## src/rtl/irqc_pkg.sv

```systemverilog
package irqc_pkg;
    typedef enum logic [1:0] {
        ST_RUN         = 2'd0,
        ST_NMI_CLEAN   = 2'd1,
        ST_NMI_TOUCHED = 2'd2
    } nmi_state_t;
endpackage

```

## src/rtl/irqc_regs.sv

```systemverilog
module irqc_regs #(
    parameter int          N_IRQ   = 8,
    parameter int          ADDR_W  = 16,
    parameter logic [15:0] IF_ADDR = 16'hFFFE,
    parameter logic [15:0] IE_ADDR = 16'hFFFF
) (
    input  logic              clk,
    input  logic              rst_n,
    input  logic [N_IRQ-1:0]  irq_evt,
    input  logic              wr_en,
    input  logic [ADDR_W-1:0] addr,
    input  logic [N_IRQ-1:0]  wdata,
    input  logic [N_IRQ-1:0]  clr_mask,
    output logic [N_IRQ-1:0]  flag_q,
    output logic [N_IRQ-1:0]  en_q,
    output logic [N_IRQ-1:0]  rdata
);
    localparam logic [ADDR_W-1:0] FLAG_A = ADDR_W'(IF_ADDR);
    localparam logic [ADDR_W-1:0] EN_A   = ADDR_W'(IE_ADDR);

    logic             hit_flag;
    logic             hit_en;
    logic [N_IRQ-1:0] flag_base;
    logic [N_IRQ-1:0] flag_d;

    assign hit_flag = (addr == FLAG_A);
    assign hit_en   = (addr == EN_A);

    always_comb begin
        flag_base = (wr_en && hit_flag) ? wdata : flag_q;
        flag_d    = (flag_base & ~clr_mask) | irq_evt;
    end

    always_ff @(posedge clk) begin
        if (!rst_n) begin
            flag_q <= '0;
            en_q   <= '0;
        end else begin
            flag_q <= flag_d;
            if (wr_en && hit_en) begin
                en_q <= wdata;
            end
        end
    end

    always_comb begin
        if (hit_flag) begin
            rdata = flag_q;
        end else if (hit_en) begin
            rdata = en_q;
        end else begin
            rdata = '0;
        end
    end
endmodule

```

## src/rtl/irqc_prio.sv

```systemverilog
module irqc_prio #(
    parameter int          N_IRQ    = 8,
    parameter int          VEC_W    = 16,
    parameter logic [15:0] VEC_BASE = 16'h0040,
    parameter int          VEC_STEP = 8,
    parameter logic [15:0] NMI_VEC  = 16'h0080
) (
    input  logic [N_IRQ-1:0] pend,
    input  logic             ime,
    input  logic             nmi_ready,
    input  logic             boundary,
    output logic             take_nmi,
    output logic             take_mask,
    output logic [N_IRQ-1:0] grant,
    output logic [VEC_W-1:0] vec
);
    logic [N_IRQ:0]   blocked;
    logic [N_IRQ-1:0] raw_grant;
    logic [VEC_W-1:0] vec_mask;

    assign blocked[0] = 1'b0;

    genvar g;
    generate
        for (g = 0; g < N_IRQ; g++) begin : g_chain
            assign raw_grant[g]   = pend[g] & ~blocked[g];
            assign blocked[g + 1] = blocked[g] | pend[g];
        end
    endgenerate

    assign take_nmi  = boundary & nmi_ready;
    assign take_mask = boundary & ime & blocked[N_IRQ] & ~take_nmi;
    assign grant     = take_mask ? raw_grant : '0;

    always_comb begin
        vec_mask = '0;
        for (int i = 0; i < N_IRQ; i++) begin
            if (raw_grant[i]) begin
                vec_mask = vec_mask | VEC_W'(int'(VEC_BASE) + i * VEC_STEP);
            end
        end
    end

    always_comb begin
        if (take_nmi) begin
            vec = VEC_W'(NMI_VEC);
        end else if (take_mask) begin
            vec = vec_mask;
        end else begin
            vec = '0;
        end
    end
endmodule

```

## src/rtl/irqc_fsm.sv

```systemverilog
module irqc_fsm
    import irqc_pkg::*;
(
    input  logic       clk,
    input  logic       rst_n,
    input  logic       nmi_evt,
    input  logic       take_nmi,
    input  logic       take_mask,
    input  logic       ei,
    input  logic       di,
    input  logic       reti,
    input  logic       nreti,
    output logic       ime,
    output logic       saved_ime,
    output logic       nmi_ready,
    output nmi_state_t state
);
    nmi_state_t state_d;
    logic       ime_d;
    logic       saved_d;
    logic       nmi_pend_q;
    logic       nmi_pend_d;

    always_ff @(posedge clk) begin
        if (!rst_n) begin
            state      <= ST_RUN;
            ime        <= 1'b0;
            saved_ime  <= 1'b0;
            nmi_pend_q <= 1'b0;
        end else begin
            state      <= state_d;
            ime        <= ime_d;
            saved_ime  <= saved_d;
            nmi_pend_q <= nmi_pend_d;
        end
    end

    always_comb begin
        state_d = state;
        unique case (state)
            ST_RUN: begin
                if (take_nmi) state_d = ST_NMI_CLEAN;
            end
            ST_NMI_CLEAN: begin
                if (nreti)          state_d = ST_RUN;
                else if (ei || di)  state_d = ST_NMI_TOUCHED;
            end
            ST_NMI_TOUCHED: begin
                if (nreti) state_d = ST_RUN;
            end
            default: state_d = ST_RUN;
        endcase
    end

    always_comb begin
        nmi_ready  = nmi_pend_q && (state == ST_RUN);
        nmi_pend_d = nmi_evt | (nmi_pend_q & ~take_nmi);
        saved_d    = take_nmi ? ime : saved_ime;
        if (take_mask || take_nmi) begin
            ime_d = 1'b0;
        end else if (di) begin
            ime_d = 1'b0;
        end else if (ei || reti) begin
            ime_d = 1'b1;
        end else if (nreti && state == ST_NMI_CLEAN) begin
            ime_d = saved_ime;
        end else begin
            ime_d = ime;
        end
    end
endmodule

```

## src/rtl/vec_irq_ctrl.sv

```systemverilog
module vec_irq_ctrl
    import irqc_pkg::*;
#(
    parameter int          N_IRQ    = 8,
    parameter int          ADDR_W   = 16,
    parameter int          VEC_W    = 16,
    parameter logic [15:0] IF_ADDR  = 16'hFFFE,
    parameter logic [15:0] IE_ADDR  = 16'hFFFF,
    parameter logic [15:0] VEC_BASE = 16'h0040,
    parameter int          VEC_STEP = 8,
    parameter logic [15:0] NMI_VEC  = 16'h0080
) (
    input  logic              clk,
    input  logic              rst_n,
    input  logic [N_IRQ-1:0]  irq_evt,
    input  logic              nmi_evt,
    input  logic              insn_done,
    input  logic              ei,
    input  logic              di,
    input  logic              reti,
    input  logic              nreti,
    input  logic              reg_wr,
    input  logic [ADDR_W-1:0] reg_addr,
    input  logic [N_IRQ-1:0]  reg_wdata,
    output logic [N_IRQ-1:0]  reg_rdata,
    output logic              take_o,
    output logic [VEC_W-1:0]  vec_o,
    output logic              ime_o
);
    logic [N_IRQ-1:0] flag_q;
    logic [N_IRQ-1:0] en_q;
    logic [N_IRQ-1:0] grant;
    logic             take_nmi;
    logic             take_mask;
    logic             nmi_ready;
    logic             saved_ime;
    nmi_state_t       nmi_state;

    irqc_regs #(
        .N_IRQ  (N_IRQ),
        .ADDR_W (ADDR_W),
        .IF_ADDR(IF_ADDR),
        .IE_ADDR(IE_ADDR)
    ) u_regs (
        .clk     (clk),
        .rst_n   (rst_n),
        .irq_evt (irq_evt),
        .wr_en   (reg_wr),
        .addr    (reg_addr),
        .wdata   (reg_wdata),
        .clr_mask(grant),
        .flag_q  (flag_q),
        .en_q    (en_q),
        .rdata   (reg_rdata)
    );

    irqc_prio #(
        .N_IRQ   (N_IRQ),
        .VEC_W   (VEC_W),
        .VEC_BASE(VEC_BASE),
        .VEC_STEP(VEC_STEP),
        .NMI_VEC (NMI_VEC)
    ) u_prio (
        .pend     (flag_q & en_q),
        .ime      (ime_o),
        .nmi_ready(nmi_ready),
        .boundary (insn_done),
        .take_nmi (take_nmi),
        .take_mask(take_mask),
        .grant    (grant),
        .vec      (vec_o)
    );

    irqc_fsm u_fsm (
        .clk      (clk),
        .rst_n    (rst_n),
        .nmi_evt  (nmi_evt),
        .take_nmi (take_nmi),
        .take_mask(take_mask),
        .ei       (ei),
        .di       (di),
        .reti     (reti),
        .nreti    (nreti),
        .ime      (ime_o),
        .saved_ime(saved_ime),
        .nmi_ready(nmi_ready),
        .state    (nmi_state)
    );

    assign take_o = take_nmi | take_mask;
endmodule

```

## config.mk

```make
export PLATFORM = sky130hd
export DESIGN_NAME = vec_irq_ctrl
export DESIGN_NICKNAME = d
export VERILOG_FILES = /design/src/rtl/irqc_pkg.sv /design/src/rtl/irqc_regs.sv /design/src/rtl/irqc_prio.sv /design/src/rtl/irqc_fsm.sv /design/src/rtl/vec_irq_ctrl.sv
export SDC_FILE = /design/constraint.sdc
export NUM_CORES = 1
export LEC_CHECK = 0
export CAP_MARGIN = 5
export CORE_AREA = 2 2 60 62
export CTS_CLUSTER_SIZE = 30
export DETAILED_ROUTE_END_ITERATION = 6
export DIE_AREA = 0 0 62 64
export PLACE_DENSITY_LB_ADDON = 0.05
export SETUP_SLACK_MARGIN = 0.2
export SYNTH_ARGS = -nofsm -noshare
export SYNTH_HDL_FRONTEND = slang
export SYNTH_SLANG_ARGS = --single-unit
```

## constraint.sdc

```tcl
create_clock -name clk -period 2.85 [get_ports clk]
set_clock_uncertainty 0.2 [all_clocks]
set_input_delay 0.285 -clock clk [delete_from_list [all_inputs] [get_ports clk]]
set_output_delay 0.285 -clock clk [all_outputs]
set_load 0.01 [all_outputs]
```

==> flow_summary.ini, run 1 <==
[power]
power.density_nw_per_um2 = 288
power_leakage_uw = 0.000836
peakVddDrop_mv = 0.161
power_uw = 601

[place]
gp_congestion = 0.914
dpl-instance-area_sq_um = 1940
dp_cells = 263
portBuffers = 55
dp_hpwl_um = 3140

[cells_and_area]
drive_above_1_share = 0.184
seq_area_sq_um = 425
final_common_cell = clkdlybuf4s50_1
nets = 276
area_growth_pct = 53.2
multi_input_area_sq_um = 851
design_area_sq_um = 2090
fill_cells = 308
final_cell_mix = 40 x clkdlybuf4s50_1, 20 x a21oi_1, 19 x buf_4, 17 x dfxtp_1, 16 x o21ai_0
fin_cells = 280
diodes = 0

[synth]
ys_warn_count = 0
synthCells = 164
yosysUniqueCellTypes = 38
synth_edf_count = 0
ys_seq_area_frac = 0.309
syn_area_per_cell_sq_um = 8.30
synth-seq-cells = 21
synthArstFlopShare = 0
synth_top_flop_cell = dfxtp_1
syn_area_sq_um = 1360

[critical_path]
critPathKind = reg -> out
path_max_fanout = 4
start_kind = flip-flop
critPathArrivalTime_ps = 2140
critPathRequiredTime_ps = 2370
cp-end-kind = output pin

[timing]
hold_violations = 0
fmax_ghz = 0.382
relSlewSlack = 0.628
period_minus_slack_ps = 2620
slew_violations = 0
rsz0062_at_grt = yes
setup_viol = 0
hold_slack_ps = 307
worst_pin_slew_ps = 553
tns_ps = 0
period_share = 0.920

[global_route]
grt.overflow.total = 0
grt_max_degree = 17
grt_pass1_wl_um = 6890
grt_pass1_vias = 1569
grt_usage = 0.227
antenna_found_initial = 0

[floorplanning]
die_h_um = 64
die_w_um = 62
dieArea_sq_um = 3970
row_count = 21
core_area_sq_um = 3280
initial_core_util = 0.414
io_pins = 67

[route]
remaining_drc_errors = 0
ant_nets = 0
wl_per_cell_um = 15.5
dr.pass1.iters = 4
num_vias = 1602
drt_iter0_drc = 104
wl_um = 4340
viasPerCell = 5.72

[clock_tree]
insertion_delay_ps = 310
clock-sinks = 21
cts_tree = done
clk_pin_slew_ps = 130
htreeDepth = 1
cts-root-buf = clkbuf_4
clk_path_buf_depth = 2
cts_buffers = 3

[min_path]
hp-class = reg -> reg

[run_status]
status = completed

[job]
cap_viol_max_count = 0
-- Yosys cell counts (2+ instances only) --
| cell type | n | area, sq um |
|---|---|---|
| o31ai_1 | 6 | 45.0 |
| inv_1 | 3 | 11.3 |
| o21ai_0 | 16 | 80.1 |
| nor2_1 | 6 | 22.5 |
| nor4_4 | 2 | 42.5 |
| nand4_2 | 3 | 37.5 |
| buf_4 | 13 | 97.6 |
| a31oi_1 | 8 | 50.1 |
| o41ai_1 | 2 | 17.5 |
| a22o_1 | 8 | 70.1 |
| buf_2 | 2 | 10.0 |
| nand2_1 | 10 | 37.5 |
| a21oi_1 | 20 | 100 |
| dfxtp_1 | 21 | 420 |
| a222oi_1 | 2 | 20.0 |
| nand3_1 | 14 | 70.1 |
| mux2i_1 | 2 | 20.0 |
| clkbuf_1 | 3 | 11.3 |
| nor3_1 | 4 | 20.0 |
-- repair_timing --
item,CTS,global route
setup endpoints to repair,11,12
hold buffers,0,0
setup buffers,9,4
gates resized for setup,11,20
pin swaps,5,6
-- cell families after synthesis --
group,after synthesis,synth area share
other,1,0.00275
muxes,3,0.0230
buffers and inverters,22,0.104
DFF,21,0.309
AOI/OAI and AO/OA,65,0.301
and+or+nand+nor,52,0.261
-- layout make-up --
type	count	share of cell area
Clock inverter	1	0.00240
Sequential cell	21	0.204
Clock buffer	3	0.0108
Timing Repair Buffer	75	0.342
Inverter	3	0.00540
Multi-Input combinational cell	131	0.408
Tap cell	46	0.0276
-- registers in the layout, indices dropped and copies added, names as in the netlist --
name	flops
u_regs.en_q	8
u_regs.flag_q	8
u_fsm.state	2
u_fsm.ime	1
u_fsm.nmi_pend_q	1
u_fsm.saved_ime	1
-- worst max-delay path, stage by stage (launching register included) --
cell and delay [ps]:
dfxtp_1 410, a222oi_1 90, buf_4 150, buf_4 130
and4_1 170, or2_2 300, inv_1 60, clkdlybuf4s50_1 520
-- power by group --
group	total (uW)	internal (uW)	leakage, uW	switching, uW
registers	316	305	0.000174	11.2
clock network	152	52.4	0.0000177	99.4
logic	133	73.3	0.000645	59.5
-- metrics by stage --
stage / utilization / setup slack (ps)
after floorplan: - / 910
after global placement: 0.591 / -35.9
after detailed placement: 0.591 / -81.9
after CTS: 0.619 / 62.8
after global routing: 0.635 / 115
final: 0.635 / 229
-- worst paths after layout --
| kind | slack, ps | from | end | cells past startpoint |
|---|---|---|---|---|
| worst max-delay path | 230 | u_regs.flag_q[4] | vec_o[6] | 7 |
| worst min-delay path | 310 | u_regs.en_q[6] | u_regs.en_q[6] | 2 |
| worst max register to register | 1030 | u_regs.flag_q[0] | u_regs.flag_q[7] | 6 |
| worst min register to register | 310 | u_regs.en_q[6] | u_regs.en_q[6] | 2 |
-- routing by layer --
layer / GRT usage / share of wire
met1: 0.287 / 0.41
met2: 0.376 / 0.49
met3: 0.0385 / 0.087
met4: 0.0798 / 0.012
met5: 0 / 0
Note: power is estimated with default switching activity, not from simulation.
==> run 2, diff against run 1 <==
--- a/config.mk
+++ b/config.mk
@@ -11,7 +11,6 @@
 export DETAILED_ROUTE_END_ITERATION = 6
 export DIE_AREA = 0 0 62 64
 export PLACE_DENSITY_LB_ADDON = 0.05
-export SETUP_SLACK_MARGIN = 0.2
 export SYNTH_ARGS = -nofsm -noshare
 export SYNTH_HDL_FRONTEND = slang
 export SYNTH_SLANG_ARGS = --single-unit
==> flow_summary.ini, run 2 (synthesis results as in run 1) <==
[power]
peakVddDrop_mv = 0.159
power.density_nw_per_um2 = 290
power_leakage_uw = 0.000851
power_uw = 598

[clock_tree]
cts_buffers = 3
clk_pin_slew_ps = 120
htreeDepth = 1
insertion_delay_ps = 310
cts-root-buf = clkbuf_4
clock-sinks = 21
cts_tree = done
cts_hold_buf = 0
clk_path_buf_depth = 2

[timing]
relSlewSlack = 0.631
worst_pin_slew_ps = 550
period_share = 0.977
setup_viol = 0
finalWorstSetupSlack_ps = 64.3
fmax_ghz = 0.359
slew_violations = 0
hold_violations = 0
rsz0062_at_grt = no
period_minus_slack_ps = 2790

[cells_and_area]
multi_input_area_sq_um = 846
final_cell_mix = 45 x clkdlybuf4s50_1, 20 x a21oi_1, 17 x buf_4, 16 x o21ai_0, 16 x dfxtp_1
design_area_sq_um = 2070
diodes = 0
fill_cells = 307
drive_above_1_share = 0.168
area_growth_pct = 51.7
final_common_cell = clkdlybuf4s50_1
nets = 274
seq_area_sq_um = 427
reg_top3 = u_regs.en_q (8), u_regs.flag_q (8), u_fsm.state (2)

[route]
wl_um = 4230
remaining_drc_errors = 0
ant_nets = 0
dr.pass1.iters = 4
num_vias = 1556
viasPerCell = 5.60
wl_per_cell_um = 15.2
drt_iter0_drc = 103

[floorplanning]
die_w_um = 62
io_pins = 67
die_h_um = 64
initial_core_util = 0.414
row_count = 21
dieArea_sq_um = 3970
core_area_sq_um = 3280

[place]
dpl-instance-area_sq_um = 1940
dp_hpwl_um = 3140
place_worst_setup_slack_ps = -81.9
portBuffers = 55
gp_congestion = 0.914

[global_route]
antenna_found_initial = 0
grt_max_degree = 17
grt_pass1_wl_um = 6890
grt.overflow.total = 0
grt_usage = 0.227
grt_pass1_vias = 1554

[critical_path]
critPathKind = in -> out
timing.rr.end = u_fsm.ime
worst-r2r-setup-slack_ps = 970
crit_path_start = reg_addr[10]
critPathArrivalTime_ps = 2300
start_kind = input port
r2r_cells = 7
path_max_fanout = 5
critPathRequiredTime_ps = 2370
reg2reg_from = u_regs.en_q[6]
cp-endpoint = reg_rdata[7]
cp-end-kind = output pin

[min_path]
hp-class = reg -> reg

[job]
cap_viol_max_count = 0

[run_status]
status = completed
==> run 2: cell count changes in the layout (fill, tap and decap cells not counted), sizes merged <==
cell and change:
clkdlybuf4s15 -6, clkdlybuf4s50 +5, dlygate4sd2 +5, buf -2
clkbuf -2, dlymetal6s2s -2
==> run 2: worst min path at each step <==
stage / start / end / slack (ps) / depth (start not counted)
2_1_floorplan: di / u_fsm.ime / 160 / 1
3_3_place_gp: u_regs.en_q[3] / u_regs.en_q[3] / 280 / 2
5_1_grt: u_regs.en_q[6] / u_regs.en_q[6] / 320 / 2
3_5_place_dp: u_fsm.nmi_pend_q / u_fsm.nmi_pend_q / 290 / 2
6_report: u_regs.en_q[6] / u_regs.en_q[6] / 300 / 2
4_1_cts: u_regs.flag_q[3] / u_regs.flag_q[3] / 320 / 2
==> run 2: critical path: stages <==
cell	delay (ps)
clkdlybuf4s50_1	520
nand4_4	160
or4_4	550
nor2_8	160
buf_4	130
buf_4	90
a22o_1	140
dlygate4sd2_1	260
==> run 2: what timing repair did <==
action                     in CTS  in global routing
setup endpoints to repair       9                  5
setup buffers                   7                  4
resized for setup               8                  8
pin swaps                       3                  3
==> run 2: final cells by class <==
type,count,area share
timing repair buffer,73,0.337
tap,46,0.0279
inverter,3,0.00545
clock inverter,1,0.00242
multi-input combinational,131,0.409
clock buffer,3,0.0109
sequential,21,0.207
==> run 2: metal layers <==
metal  vias up  track usage  part of all wire
li1        750            -                 -
met1       717        0.289              0.41
met2        80        0.375              0.49
met3         9       0.0385             0.090
met4         0       0.0771             0.014
met5         -            0                 0
==> run 2: through the flow <==
step | hold slack [ps] | TNS [ps] | std cells | util
CTS | 317 | 0 | 274 | 0.616
floorplan | 164 | 0 | 174 | -
detailed placement | 291 | -482 | 263 | 0.591
finish | 305 | 0 | 278 | 0.629
global placement | 278 | -233 | 263 | 0.591
global route | 323 | 0 | 278 | 0.629
==> run 2: report_power, final <==
part           leakage [uW]  switching, uW  total [uW]  internal, uW
combinational      0.000660           58.2         132          73.8
sequential         0.000174           11.1         316           305
clock             0.0000177           97.6         150          52.5
==> run 3, diff against run 2 <==
--- a/config.mk
+++ b/config.mk
@@ -6,11 +6,12 @@
 export NUM_CORES = 1
 export LEC_CHECK = 0
 export CAP_MARGIN = 5
-export CORE_AREA = 2 2 60 62
+export CORE_AREA = 2 2 71 73
 export CTS_CLUSTER_SIZE = 30
 export DETAILED_ROUTE_END_ITERATION = 6
-export DIE_AREA = 0 0 62 64
+export DIE_AREA = 0 0 73 75
 export PLACE_DENSITY_LB_ADDON = 0.05
 export SYNTH_ARGS = -nofsm -noshare
 export SYNTH_HDL_FRONTEND = slang
 export SYNTH_SLANG_ARGS = --single-unit
+export TNS_END_PERCENT = 30
==> flow_summary.ini, run 3 (synthesis results as in run 1) <==
[power]
power_uw = 648
power.density_nw_per_um2 = 319
power.share.switching = 0.264
p_clk_frac = 0.309
intPower_uw = 477
p_seq_frac = 0.487
power_leakage_uw = 0.000816
combPwrFrac = 0.204
power.switching_uw = 171
peakVddDrop_mv = 0.126

[route]
routed-wl-met2_um = 2100
drt_iter0_drc = 94
m1WireLength_um = 1900
remaining_drc_errors = 0
dr.pass1.iters = 4
maxUsedRoutingLayer = met4
num_vias = 1512
viasPerCell = 5.38
wl_per_cell_um = 15.4
ant_nets = 0
wl_um = 4320
met3_length_um = 282

[timing]
finalWorstSetupSlack_ps = 23.9
fmax_ghz = 0.354
relSlewSlack = 0.633
worst_pin_slew_ps = 546
rsz0062_at_grt = yes
period_minus_slack_ps = 2830
period_share = 0.992
setup_viol = 0
hold_violations = 0
slew_violations = 0

[place]
place_worst_setup_slack_ps = -3.05
dp_hpwl_um = 3470
dp_cells = 276
dpl-instance-area_sq_um = 1980
gp_congestion = 0.766
portBuffers = 55

[floorplanning]
core_area_sq_um = 4660
die_h_um = 75
dieArea_sq_um = 5480
io_pins = 67
die_w_um = 73
initial_core_util = 0.292
row_count = 25

[critical_path]
path_max_fanout = 8
cp-end-kind = output pin
critPathArrivalTime_ps = 2340
crit_path_start = reg_addr[6]
start_kind = input port
reg2reg_from = u_regs.flag_q[0]
critPathKind = in -> out
critPathRequiredTime_ps = 2370

[cells_and_area]
multi_input_area_sq_um = 837
seq_area_sq_um = 420
drive_above_1_share = 0.128
final_cell_mix = 48 x clkdlybuf4s50_1, 21 x dfxtp_1, 20 x a21oi_1, 16 x o21ai_0, 14 x nand3_1
nets = 269
design_area_sq_um = 2030
fill_cells = 477
fin_cells = 281
fin_util = 0.436
area_growth_pct = 49.4
reg_top3 = u_regs.en_q (8), u_regs.flag_q (8), u_fsm.state (2)
diodes = 0
final_common_cell = clkdlybuf4s50_1

[clock_tree]
cts-root-buf = clkbuf_8
cts_buffers = 3
clk_pin_slew_ps = 70
htreeDepth = 1
clk_path_buf_depth = 2
cts_tree = done
insertion_delay_ps = 270
clock-sinks = 21

[min_path]
hp-class = reg -> reg
hp-start = u_fsm.saved_ime

[global_route]
grt_max_degree = 14
antenna_found_initial = 0
grt_pass1_vias = 1415
grt_pass1_wl_um = 6740
grt.overflow.total = 0
grt_usage = 0.163

[run_status]
status = completed

[job]
cap_viol_max_count = 0
==> run 3: area by class of cell <==
type                       count  share of cell area
clock inverter                 1             0.00246
multi-input combinational    131               0.412
tap                           54              0.0332
clock buffer                   3              0.0203
sequential                    21               0.207
inverter                       3             0.00554
timing repair buffer          68               0.320
==> run 3: critical path, cell delays in order <==
cell and delay, ps:
clkdlybuf4s50_1 500, nand4_4 110, or4_4 580, nor2_8 170
a22o_1 160, clkdlybuf4s50_1 530
==> run 3: power groups by stage <==
stage                     logic (uW)  clock network [uW]  registers [uW]
final                            132                 200             315
after global routing             143                 223             317
after CTS                        133                 205             315
after detailed placement         132                   0             322
after global placement           130                   0             322
after floorplan                 57.3                   0             319
==> run 3: through the flow <==
step	TNS [ps]	hold WS [ps]
final	0	294
after global routing	-48.0	319
after CTS	0	300
after detailed placement	-4.97	281
after global placement	0	279
after floorplan	0	164
==> run 3: final timing paths <==
path / cells past startpoint / slack (ps) / end
setup / recovery: 6 / 20 / reg_rdata[4]
hold reg to reg: 2 / 290 / u_fsm.saved_ime
setup reg to reg: 4 / 1060 / u_regs.flag_q[5]
hold / removal: 2 / 290 / u_fsm.saved_ime
==> run 3: timing repair <==
| item | 4_1_cts | 5_1_grt |
|---|---|---|
| resized for setup | 4 | 3 |
| endpoints found under the setup margin | 4 | 6 |
| hold buffers | 0 | 0 |
| buffers inserted | 0 | 1 |
| pin swaps | 0 | 1 |
==> run 3: metal layers <==
layer | up-vias | global-route usage
met2 | 71 | 0.276
met5 | - | 0
met3 | 5 | 0.0402
met4 | 0 | 0.0370
met1 | 699 | 0.209
li1 | 737 | -
